`config.mk`:
```
export PLATFORM = sky130hd
export DESIGN_NAME = sar_conv_seq
export DESIGN_NICKNAME = d
export VERILOG_FILES = /design/src/rtl/sar_conv_pkg.sv /design/src/rtl/sar_trig_sel.sv /design/src/rtl/sar_step_timer.sv /design/src/rtl/sar_core.sv /design/src/rtl/sar_word_fmt.sv /design/src/rtl/sar_conv_seq.sv
export SDC_FILE = /design/constraint.sdc
export NUM_CORES = 1
export LEC_CHECK = 0
export BUFFER_PORTS_ARGS = -buffer_cell sky130_fd_sc_hd__clkbuf_2
export CAP_MARGIN = 20
export CORE_MARGIN = 10
export CORE_UTILIZATION = 46
export DETAILED_ROUTE_END_ITERATION = 10
export HOLD_SLACK_MARGIN = 0.1
export PLACE_DENSITY = 0.71
export SLEW_MARGIN = 20
export SYNTH_ARGS = -nofsm -noshare
export SYNTH_HDL_FRONTEND = slang
export SYNTH_HIERARCHICAL = 1
export SYNTH_SLANG_ARGS = --single-unit
```
`constraint.sdc`:
```
create_clock -name clk -period 1.85 [get_ports clk]
set_clock_uncertainty 0.2 [all_clocks]
set_input_delay 0 -clock clk [delete_from_list [all_inputs] [get_ports clk]]
set_output_delay 0 -clock clk [all_outputs]
set_load 0.05 [all_outputs]
```
`src/rtl/sar_conv_pkg.sv`:
```
`timescale 1ns/1ps
package sar_conv_pkg;
  typedef enum logic [1:0] {
    SRC_SOFT  = 2'd0,
    SRC_TMR2  = 2'd1,
    SRC_TMR3  = 2'd2,
    SRC_PIN   = 2'd3
  } start_src_e;
endpackage

```
`src/rtl/sar_trig_sel.sv`:
```
`timescale 1ns/1ps
module sar_trig_sel
  import sar_conv_pkg::*;
#(
  parameter int SYNC_STAGES = 2
) (
  input  logic       clk,
  input  logic       rst_n,
  input  logic [1:0] mode,
  input  logic       sw_start,
  input  logic       tmr2_ovf,
  input  logic       tmr3_ovf,
  input  logic       ext_pin,
  output logic       start_req
);
  localparam int CHAIN = SYNC_STAGES + 1;

  logic [CHAIN-1:0] pin_chain;
  logic             pin_rise;
  start_src_e       sel;

  always_ff @(posedge clk) begin
    if (!rst_n) pin_chain <= '0;
    else        pin_chain <= {pin_chain[CHAIN-2:0], ext_pin};
  end

  assign pin_rise = pin_chain[CHAIN-2] & ~pin_chain[CHAIN-1];
  assign sel      = start_src_e'(mode);

  always_comb begin
    unique case (sel)
      SRC_SOFT: start_req = sw_start;
      SRC_TMR2: start_req = tmr2_ovf;
      SRC_TMR3: start_req = tmr3_ovf;
      SRC_PIN:  start_req = pin_rise;
      default:  start_req = 1'b0;
    endcase
  end

  // a pin edge is reported for one cycle only
  a_r1_pin_edge_single: assert property (@(posedge clk) disable iff (!rst_n)
    pin_rise |=> !pin_rise);
endmodule

```
`src/rtl/sar_step_timer.sv`:
```
`timescale 1ns/1ps
module sar_step_timer #(
  parameter int DIV_W = 5
) (
  input  logic             clk,
  input  logic             rst_n,
  input  logic             run,
  input  logic             restart,
  input  logic [DIV_W-1:0] div_n,
  output logic             tick
);
  logic [DIV_W-1:0] cnt;
  logic [DIV_W-1:0] div_q;

  always_ff @(posedge clk) begin
    if (!rst_n) begin
      cnt   <= '0;
      div_q <= '0;
    end else if (restart) begin
      cnt   <= '0;
      div_q <= div_n;
    end else if (!run || tick) begin
      cnt   <= '0;
    end else begin
      cnt   <= cnt + 1'b1;
    end
  end

  assign tick = run && (cnt == div_q);

  // with a divider above zero, ticks never come back to back
  a_r3_tick_spacing: assert property (@(posedge clk) disable iff (!rst_n)
    (tick && div_q != '0 && !restart) |=> !tick);
endmodule

```
`src/rtl/sar_core.sv`:
```
`timescale 1ns/1ps
module sar_core #(
  parameter int RES_W = 12
) (
  input  logic             clk,
  input  logic             rst_n,
  input  logic             enable,
  input  logic             start_req,
  input  logic             tick,
  input  logic             cmp_in,
  output logic             start_ok,
  output logic             busy,
  output logic             done,
  output logic [RES_W-1:0] code
);
  localparam int IDX_W = $clog2(RES_W);
  localparam logic [RES_W-1:0] FIRST_TRIAL = {1'b1, {(RES_W-1){1'b0}}};
  localparam logic [IDX_W-1:0] TOP_IDX     = IDX_W'(RES_W-1);

  logic [IDX_W-1:0] idx;

  assign start_ok = start_req && enable && !busy;

  always_ff @(posedge clk) begin
    if (!rst_n) begin
      busy <= 1'b0;
      done <= 1'b0;
      code <= '0;
      idx  <= '0;
    end else begin
      done <= 1'b0;
      if (busy && !enable) begin
        busy <= 1'b0;
      end else if (start_ok) begin
        busy <= 1'b1;
        code <= FIRST_TRIAL;
        idx  <= TOP_IDX;
      end else if (busy && tick) begin
        code[idx] <= cmp_in;
        if (idx == '0) begin
          busy <= 1'b0;
          done <= 1'b1;
        end else begin
          code[idx-1'b1] <= 1'b1;
          idx            <= idx - 1'b1;
        end
      end
    end
  end

  // an accepted trigger raises busy
  a_r3_start_sets_busy: assert property (@(posedge clk) disable iff (!rst_n)
    start_ok |=> busy);
  // each conversion opens on the mid-scale trial
  a_r5_first_trial: assert property (@(posedge clk) disable iff (!rst_n)
    $rose(busy) |-> code == FIRST_TRIAL);
  // the trial code moves only on a step
  a_r5_code_steady: assert property (@(posedge clk) disable iff (!rst_n)
    (busy && enable && !tick) |=> $stable(code));
  // dropping enable ends the conversion without completion
  a_r2_abort: assert property (@(posedge clk) disable iff (!rst_n)
    (busy && !enable) |=> (!busy && !done));
endmodule

```
`src/rtl/sar_word_fmt.sv`:
```
`timescale 1ns/1ps
module sar_word_fmt #(
  parameter int RES_W = 12,
  parameter int OUT_W = 16
) (
  input  logic [RES_W-1:0] raw,
  input  logic             diff_mode,
  input  logic             justify,
  output logic [OUT_W-1:0] word
);
  localparam int PAD = OUT_W - RES_W;

  logic [RES_W-1:0] coded;
  logic             fill;

  assign coded = diff_mode ? {~raw[RES_W-1], raw[RES_W-2:0]} : raw;
  assign fill  = diff_mode & coded[RES_W-1];

  always_comb begin
    if (justify) word = {coded, {PAD{1'b0}}};
    else         word = {{PAD{fill}}, coded};
  end

  initial begin
    assert (OUT_W > RES_W) else $error("result word must be wider than the code");
  end
endmodule

```
`src/rtl/sar_conv_seq.sv`:
```
`timescale 1ns/1ps
module sar_conv_seq #(
  parameter int RES_W = 12,
  parameter int OUT_W = 16,
  parameter int DIV_W = 5
) (
  input  logic             clk,
  input  logic             rst_n,
  input  logic             enable,
  input  logic [1:0]       trig_mode,
  input  logic             sw_start,
  input  logic             tmr2_ovf,
  input  logic             tmr3_ovf,
  input  logic             ext_start,
  input  logic [DIV_W-1:0] div_n,
  input  logic             diff_mode,
  input  logic             justify,
  input  logic             irq_en,
  input  logic             flag_clr,
  input  logic             cmp_in,
  output logic [RES_W-1:0] dac_code,
  output logic             busy,
  output logic             eoc_flag,
  output logic             irq,
  output logic [OUT_W-1:0] result
);
  logic             start_req;
  logic             start_ok;
  logic             tick;
  logic             done;
  logic [OUT_W-1:0] word;

  sar_trig_sel #(.SYNC_STAGES(2)) u_trig (
    .clk(clk), .rst_n(rst_n), .mode(trig_mode), .sw_start(sw_start),
    .tmr2_ovf(tmr2_ovf), .tmr3_ovf(tmr3_ovf), .ext_pin(ext_start),
    .start_req(start_req)
  );

  sar_step_timer #(.DIV_W(DIV_W)) u_timer (
    .clk(clk), .rst_n(rst_n), .run(busy), .restart(start_ok),
    .div_n(div_n), .tick(tick)
  );

  sar_core #(.RES_W(RES_W)) u_core (
    .clk(clk), .rst_n(rst_n), .enable(enable), .start_req(start_req),
    .tick(tick), .cmp_in(cmp_in), .start_ok(start_ok), .busy(busy),
    .done(done), .code(dac_code)
  );

  sar_word_fmt #(.RES_W(RES_W), .OUT_W(OUT_W)) u_fmt (
    .raw(dac_code), .diff_mode(diff_mode), .justify(justify), .word(word)
  );

  always_ff @(posedge clk) begin
    if (!rst_n) begin
      result   <= '0;
      eoc_flag <= 1'b0;
    end else begin
      if (done) result <= word;
      if (done)          eoc_flag <= 1'b1;
      else if (flag_clr) eoc_flag <= 1'b0;
    end
  end

  assign irq = eoc_flag & irq_en;

  // completion raises the flag on the next edge
  a_r4_flag_on_done: assert property (@(posedge clk) disable iff (!rst_n)
    done |=> eoc_flag);
  // the flag drops only through a clear
  a_r4_flag_sticky: assert property (@(posedge clk) disable iff (!rst_n)
    (eoc_flag && !flag_clr) |=> eoc_flag);
  // the result word holds between completions
  a_r9_result_hold: assert property (@(posedge clk) disable iff (!rst_n)
    !done |=> $stable(result));
  // a left-justified word has a zero low nibble
  a_r6_left_low_zero: assert property (@(posedge clk) disable iff (!rst_n)
    (done && justify) |=> result[OUT_W-RES_W-1:0] == '0);
  // no trigger is accepted while disabled
  a_r2_disabled_idle: assert property (@(posedge clk) disable iff (!rst_n)
    (!busy && !enable) |=> !busy);
endmodule

```
==> results.toml, run 1 <==
[clock_network]
cts-root-buf = "clkbuf_8"
cts_sinks = 48
clk_pin_slew_ns = 0.09
cts_max_path_buffers = 2
clk_latency_ns = 0.30
cts_tree = "done"
cts_made_buffers = 5
ctsHtreeMaxLevel = 2

[synth]
yosysUniqueCellTypes = 54
ys_seq_area_share_pct = 35.9
synth_top_cell_by_area = "dfxtp_1"
ys_warn_count = 6
synth_edf_count = 0
synth_nets = 315
syn_avg_cell_area_sq_um = 9.25
synth-seq-cells = 48
syn_inst = 289
yosysTopAreaCellShare_pct = 35.9
synthFlopType = "dfxtp_1"
synth.area.top_cells = "dfxtp_1 36%, mux2i_1 8.6%, nor2b_1 6.8%"
netlist_area_sq_um = 2670
async_flop_share_pct = 0

[status]
outcome = "complete, but fails checks"
violations = "setup timing"

[die]
fp.dieW_um = 96.2
core-area_sq_um = 5570
dieArea_sq_um = 9260
rows = 27
fp.dieH_um = 96.2
io_pins = 50
start_util_pct = 48.0

[critical_path]
regToRegEndpoint = "u_core/code[1]"
cp.arrival_ns = 2.00
worstPathMaxFanout = 10
ff2ff_setup_slack_ns = -0.18
crit_type = "reg -> reg"
critPathRequiredTime_ns = 1.83
rr_startpoint = "u_timer/div_q[2]"
end_kind = "flop"
start_kind = "flop"
rr_worst_depth = 8

[drt]
ant_nets = 0
avgViaCountPerCell = 5.35
detail_route.wirelength_um = 6930
drc = 0
avgRoutedWirePerCell_um = 15.3
drt_iter0_drc = 182
num_vias = 2431
dr.pass1.iters = 4

[placed_design]
place_congestion = 0.911
hpwl_um = 4920
place_area_sq_um = 3140
port_buffers = 49

[final_layout]
fill_cells = 478
regArea_sq_um = 965
layout_commonest_cell = "clkbuf_2"
antennaDiodeCount = 0
drive_above_1_share_pct = 35.9
multiInputGateArea_sq_um = 1620
area_growth_pct = 31.7
fin_area_sq_um = 3520
final_cell_mix = "49 x clkbuf_2, 45 x dfxtp_1, 37 x buf_4"
fin_nets = 407

[sta]
worstMarginPinSlew_ns = 0.499
slew_headroom_pct = 66.6
finalCritPeriodShare_pct = 110
rsz0062_at_grt = "yes"
maxSlewViolCount = 0
fmax_ghz = 0.493
setup_viol = 18
fin_crit_ns = 2.03
finalSetupTns_ns = -2.18
hold_violations = 0
postLayoutSetupSlackWorst_ns = -0.177

[grt]
overflow = 0
grt_pass1_wl_um = 11200
antenna_found_initial = 0
grt_max_degree = 28
grt_pass1_vias = 2407
grt_usage_pct = 14.7

[pwr]
leakage_uw = 0.00149
ir_worst_vdd_mv = 0.394
powerDensity_nw_per_um2 = 621

[min_path]
hold_path_end = "u_core/busy"
min-delay-path-class = "in -> reg"
hold_start = "tmr3_ovf"
hold_depth = 4

[flow_run]
max_cap_viol_count = 0
flip-flops by register name, indices dropped and copies added, names as in the netlist:
name              flops
u_core/busy           1
eoc_flag              1
u_core/done           1
u_timer/cnt           5
u_core/code          12
u_trig/pin_chain      3
u_timer/div_q         5
u_core/idx            4
result               16
per-layer routing:
metal	vias up	global-route usage [%]	part of all wire, %
li1	1207	-	-
met1	1148	17.9	43
met2	68	25.4	49
met3	8	3.50	6.9
met4	0	3.19	0.91
met5	-	0	0
cell usage after synthesis (5+ instances only):
master,number
xor2_1,5
buf_2,7
ha_1,7
inv_1,10
nor2b_1,29
o21ai_0,15
mux2i_1,23
a21oi_1,17
a211oi_1,5
nor2_1,12
nand2_1,20
nand3_1,5
dfxtp_1,48
mux2_4,8
clkbuf_1,5
and3_1,5
o21ai_1,9
metrics by stage:
| step | utilization, % | hold slack [ns] | setup WS [ns] | cells | total power, uW |
|---|---|---|---|---|---|
| floorplan | - | -0.0824 | -0.0702 | 289 | 1350 |
| global placement | 56.3 | 0.00711 | -0.100 | 422 | 1480 |
| finish | 63.2 | 0.138 | -0.177 | 454 | 2190 |
| CTS | 61.9 | 0.137 | -0.135 | 450 | 2170 |
| detailed placement | 56.3 | 0.0124 | -0.144 | 422 | 1490 |
| global route | 63.2 | 0.194 | -0.285 | 454 | 2280 |
logic make-up (layout without fill, tap and decap cells):
| group | count (synthesis) | count (layout) | share of synthesized area, % |
|---|---|---|---|
| AO/OA/AOI/OAI | 71 | 71 | 17.0 |
| flip-flops | 48 | 48 | 35.9 |
| AND/OR/NAND/NOR | 92 | 92 | 20.3 |
| buffers and inverters | 30 | 123 | 6.55 |
| XOR/XNOR | 8 | 8 | 2.62 |
| multiplexers | 33 | 33 | 14.4 |
| adder cells (fa/ha/maj) | 7 | 7 | 3.28 |
power by group:
group | switching, uW | leakage (uW) | internal, uW
clock | 349 | 0.0000445 | 304
sequential | 14.3 | 0.000390 | 1050
combinational | 252 | 0.00105 | 214
total | 616 | 0.00149 | 1570
what timing repair did:
item / 4_1_cts / 5_1_grt
endpoints found under the hold margin: 45 / 0
buffers inserted: 5 / 4
resized for setup: 4 / 13
cloned: 0 / 0
pin swaps: 4 / 3
endpoints found under the setup margin: 25 / 27
hold buffers: 15 / 0
critical path, cell delays in order (launching register included):
cell and delay (ns):
dfxtp_2 0.34, xor2_1 0.16, nor4_2 0.32, and3_4 0.29
mux2_4 0.18, a21oi_4 0.05, buf_12 0.15, o21ai_1 0.11
o211ai_1 0.09
final cells by class:
type	count	area share, %
clock inverter	1	0.213
multi-input combinational	211	45.9
timing repair buffer	104	20.3
clock buffer	7	2.45
inverter	11	1.17
tap	72	2.56
sequential	48	27.4
worst max-delay path by stage:
stage	startpoint	endpoint	slack [ns]	depth (start not counted)
6_report	u_timer/div_q[2]	u_core/code[1]	-0.18	8
5_1_grt	u_timer/div_q[2]	u_core/idx[1]	-0.29	7
4_1_cts	u_timer/div_q[2]	u_core/code[1]	-0.13	8
3_5_place_dp	u_trig/pin_chain[1]	u_core/code[1]	-0.14	6
3_3_place_gp	u_trig/pin_chain[1]	u_core/code[1]	-0.10	6
2_1_floorplan	u_timer/cnt[2]	u_core/code[10]	-0.07	8
Power figures use the tool's default switching activity.
==> run 2, diff against run 1 <==
- CELL_PAD_IN_SITES_DETAIL_PLACEMENT: unset -> 0
- CELL_PAD_IN_SITES_GLOBAL_PLACEMENT: unset -> 1
- CORE_UTILIZATION: 46 -> 38
- PLACE_DENSITY: 0.71 -> 0.76
==> results.toml, run 2 (synthesis results as in run 1) <==
[pwr]
powerDensity_nw_per_um2 = 623
p_sw_uw = 653
power_uw = 2230
internal-power_uw = 1570
ir_worst_vdd_mv = 0.338
leakage_uw = 0.00150
power.share.sequential_pct = 48.0
p_comb_share_pct = 21.0
clockPowerShare_pct = 31.0
swShare_pct = 29.3

[placed_design]
pre_cts_slack_ns = -0.149
hpwl_um = 4990
port_buffers = 49
place_congestion = 0.830

[sta]
fin_hold_ws_ns = 0.0988
hold_violations = 0
rsz0062_at_grt = "yes"
postLayoutSetupSlackWorst_ns = -0.181
slew_headroom_pct = 68.9
fmax_ghz = 0.492
finalSetupTns_ns = -2.24
fin_crit_ns = 2.03
maxSlewViolCount = 0
setup_viol = 20
worstMarginPinSlew_ns = 0.466
finalCritPeriodShare_pct = 110

[final_layout]
drive_above_1_share_pct = 36.5
largest_reg_flops = 16
largest_registers = "result x16, u_core/code x12"
area_growth_pct = 33.6
largest_register = "result"
antennaDiodeCount = 0
layout_commonest_cell = "clkbuf_2"
fin_nets = 409
final_cell_mix = "49 x clkbuf_2, 43 x dfxtp_1, 39 x buf_4"

[clock_network]
ctsHtreeMaxLevel = 2
cts_sinks = 48
cts_made_buffers = 5
cts-root-buf = "clkbuf_8"
cts_tree = "done"
clk_pin_slew_ns = 0.10
cts_max_path_buffers = 2
clk_latency_ns = 0.31

[critical_path]
critPathRequiredTime_ns = 1.90
path_delay_family = "simple AND/OR/NAND/NOR gates"
regToRegEndpoint = "u_core/code[6]"
path_buf_inv = 1
crit_type = "reg -> reg"
rr_worst_depth = 8
worstPathMaxFanout = 8
crit_slowest_cell = "dfxtp_2"
worstPathCellList = "xor2_2 > nor4_4 > and3_4 > buf_4 > nand4_2 > a21oi_1 > o21ai_1 > o21ai_1"
start_kind = "flop"
critical-path-max-stage-delay_ns = 0.35
end_kind = "flop"
crit_top_cell = "o21ai_1"
rr_startpoint = "u_timer/cnt[0]"
cp.arrival_ns = 2.08
ff2ff_setup_slack_ns = -0.18

[flow_run]
max_cap_viol_count = 0

[grt]
grt_max_degree = 25
grt_usage_pct = 12.1
grt_pass1_vias = 2252
overflow = 0
grt_pass1_wl_um = 11200
antenna_found_initial = 0

[drt]
top_layer = "met4"
dr.pass1.iters = 4
ant_nets = 0
detail_route.wirelength_um = 7000
met1_length_um = 3220
avgViaCountPerCell = 4.87
avgRoutedWirePerCell_um = 14.6
detailroute.wirelength.met2_um = 3230
drc = 0
wl_met3_um = 430
num_vias = 2338
drt_iter0_drc = 98

[die]
fp.dieH_um = 104
dieArea_sq_um = 10800
io_pins = 50
start_util_pct = 39.1
core-area_sq_um = 6830
rows = 30
fp.dieW_um = 104

[status]
outcome = "complete, but fails checks"
violations = "setup timing"

[min_path]
hold_depth = 4
min-delay-path-class = "in -> reg"
hold_path_end = "u_core/busy"
hold_start = "sw_start"
## run 2: cell types whose count changed in the layout (fill, tap and decap cells not counted), sizes merged
cell,delta
buf,+2
clkbuf,-1
clkinv,+1
clkinvlp,-1
dlygate4sd3,-1
inv,+1
nand4,+1
## run 2: worst max-delay path by stage
stage,from,end,slack (ns),cells after the start
final,u_timer/cnt[0],u_core/code[6],-0.18,8
after global routing,u_timer/cnt[0],u_core/idx[2],-0.33,8
after global placement,u_trig/pin_chain[1],u_core/code[1],-0.12,6
after floorplan,u_timer/cnt[2],u_core/code[10],-0.07,8
after CTS,u_trig/pin_chain[1],u_core/code[9],-0.16,6
after detailed placement,u_trig/pin_chain[1],u_core/code[9],-0.15,6
## run 2: through the flow
stage               util (%)  cell area, sq um  instances
finish                  52.3              3570        480
global route            52.3              3570        480
CTS                     50.9              3470        474
detailed placement      46.8              3200        450
global placement        46.8              3200        450
floorplan                  -              2710        289
## run 2: metal layers
metal | vias to the layer above | global-route usage [%]
li1 | 1207 | -
met1 | 1060 | 15.0
met2 | 64 | 19.6
met3 | 7 | 3.28
met4 | 0 | 4.47
met5 | - | 0
## run 2: power groups by stage
stage | logic, uW | clock network, uW | registers [uW]
finish | 467 | 690 | 1070
global route | 508 | 748 | 1070
CTS | 446 | 708 | 1070
detailed placement | 415 | 0 | 1090
global placement | 411 | 0 | 1090
floorplan | 248 | 0 | 1100
## run 2: layout make-up
class                      count  area, sq um
fill                         659         3260
timing repair buffer         105          712
clock inverter                 2         13.8
sequential                    48          967
clock buffer                   6         82.6
multi-input combinational    212         1640
inverter                      11         41.3
tap                           96          120
## run 2: what timing repair did
action / in CTS / in global routing
pin swaps: 3 / 5
gates resized for setup: 6 / 11
buffers inserted: 3 / 4
endpoints found under the hold margin: 31 / 2
gates cloned: 0 / 1
setup endpoints to repair: 20 / 26
hold buffers: 13 / 1
## run 2: worst min-delay path, stage by stage
cell and delay [ns]:
clkbuf_2 0.08, mux4_2 0.26, nor2_1 0.05, a311oi_1 0.18
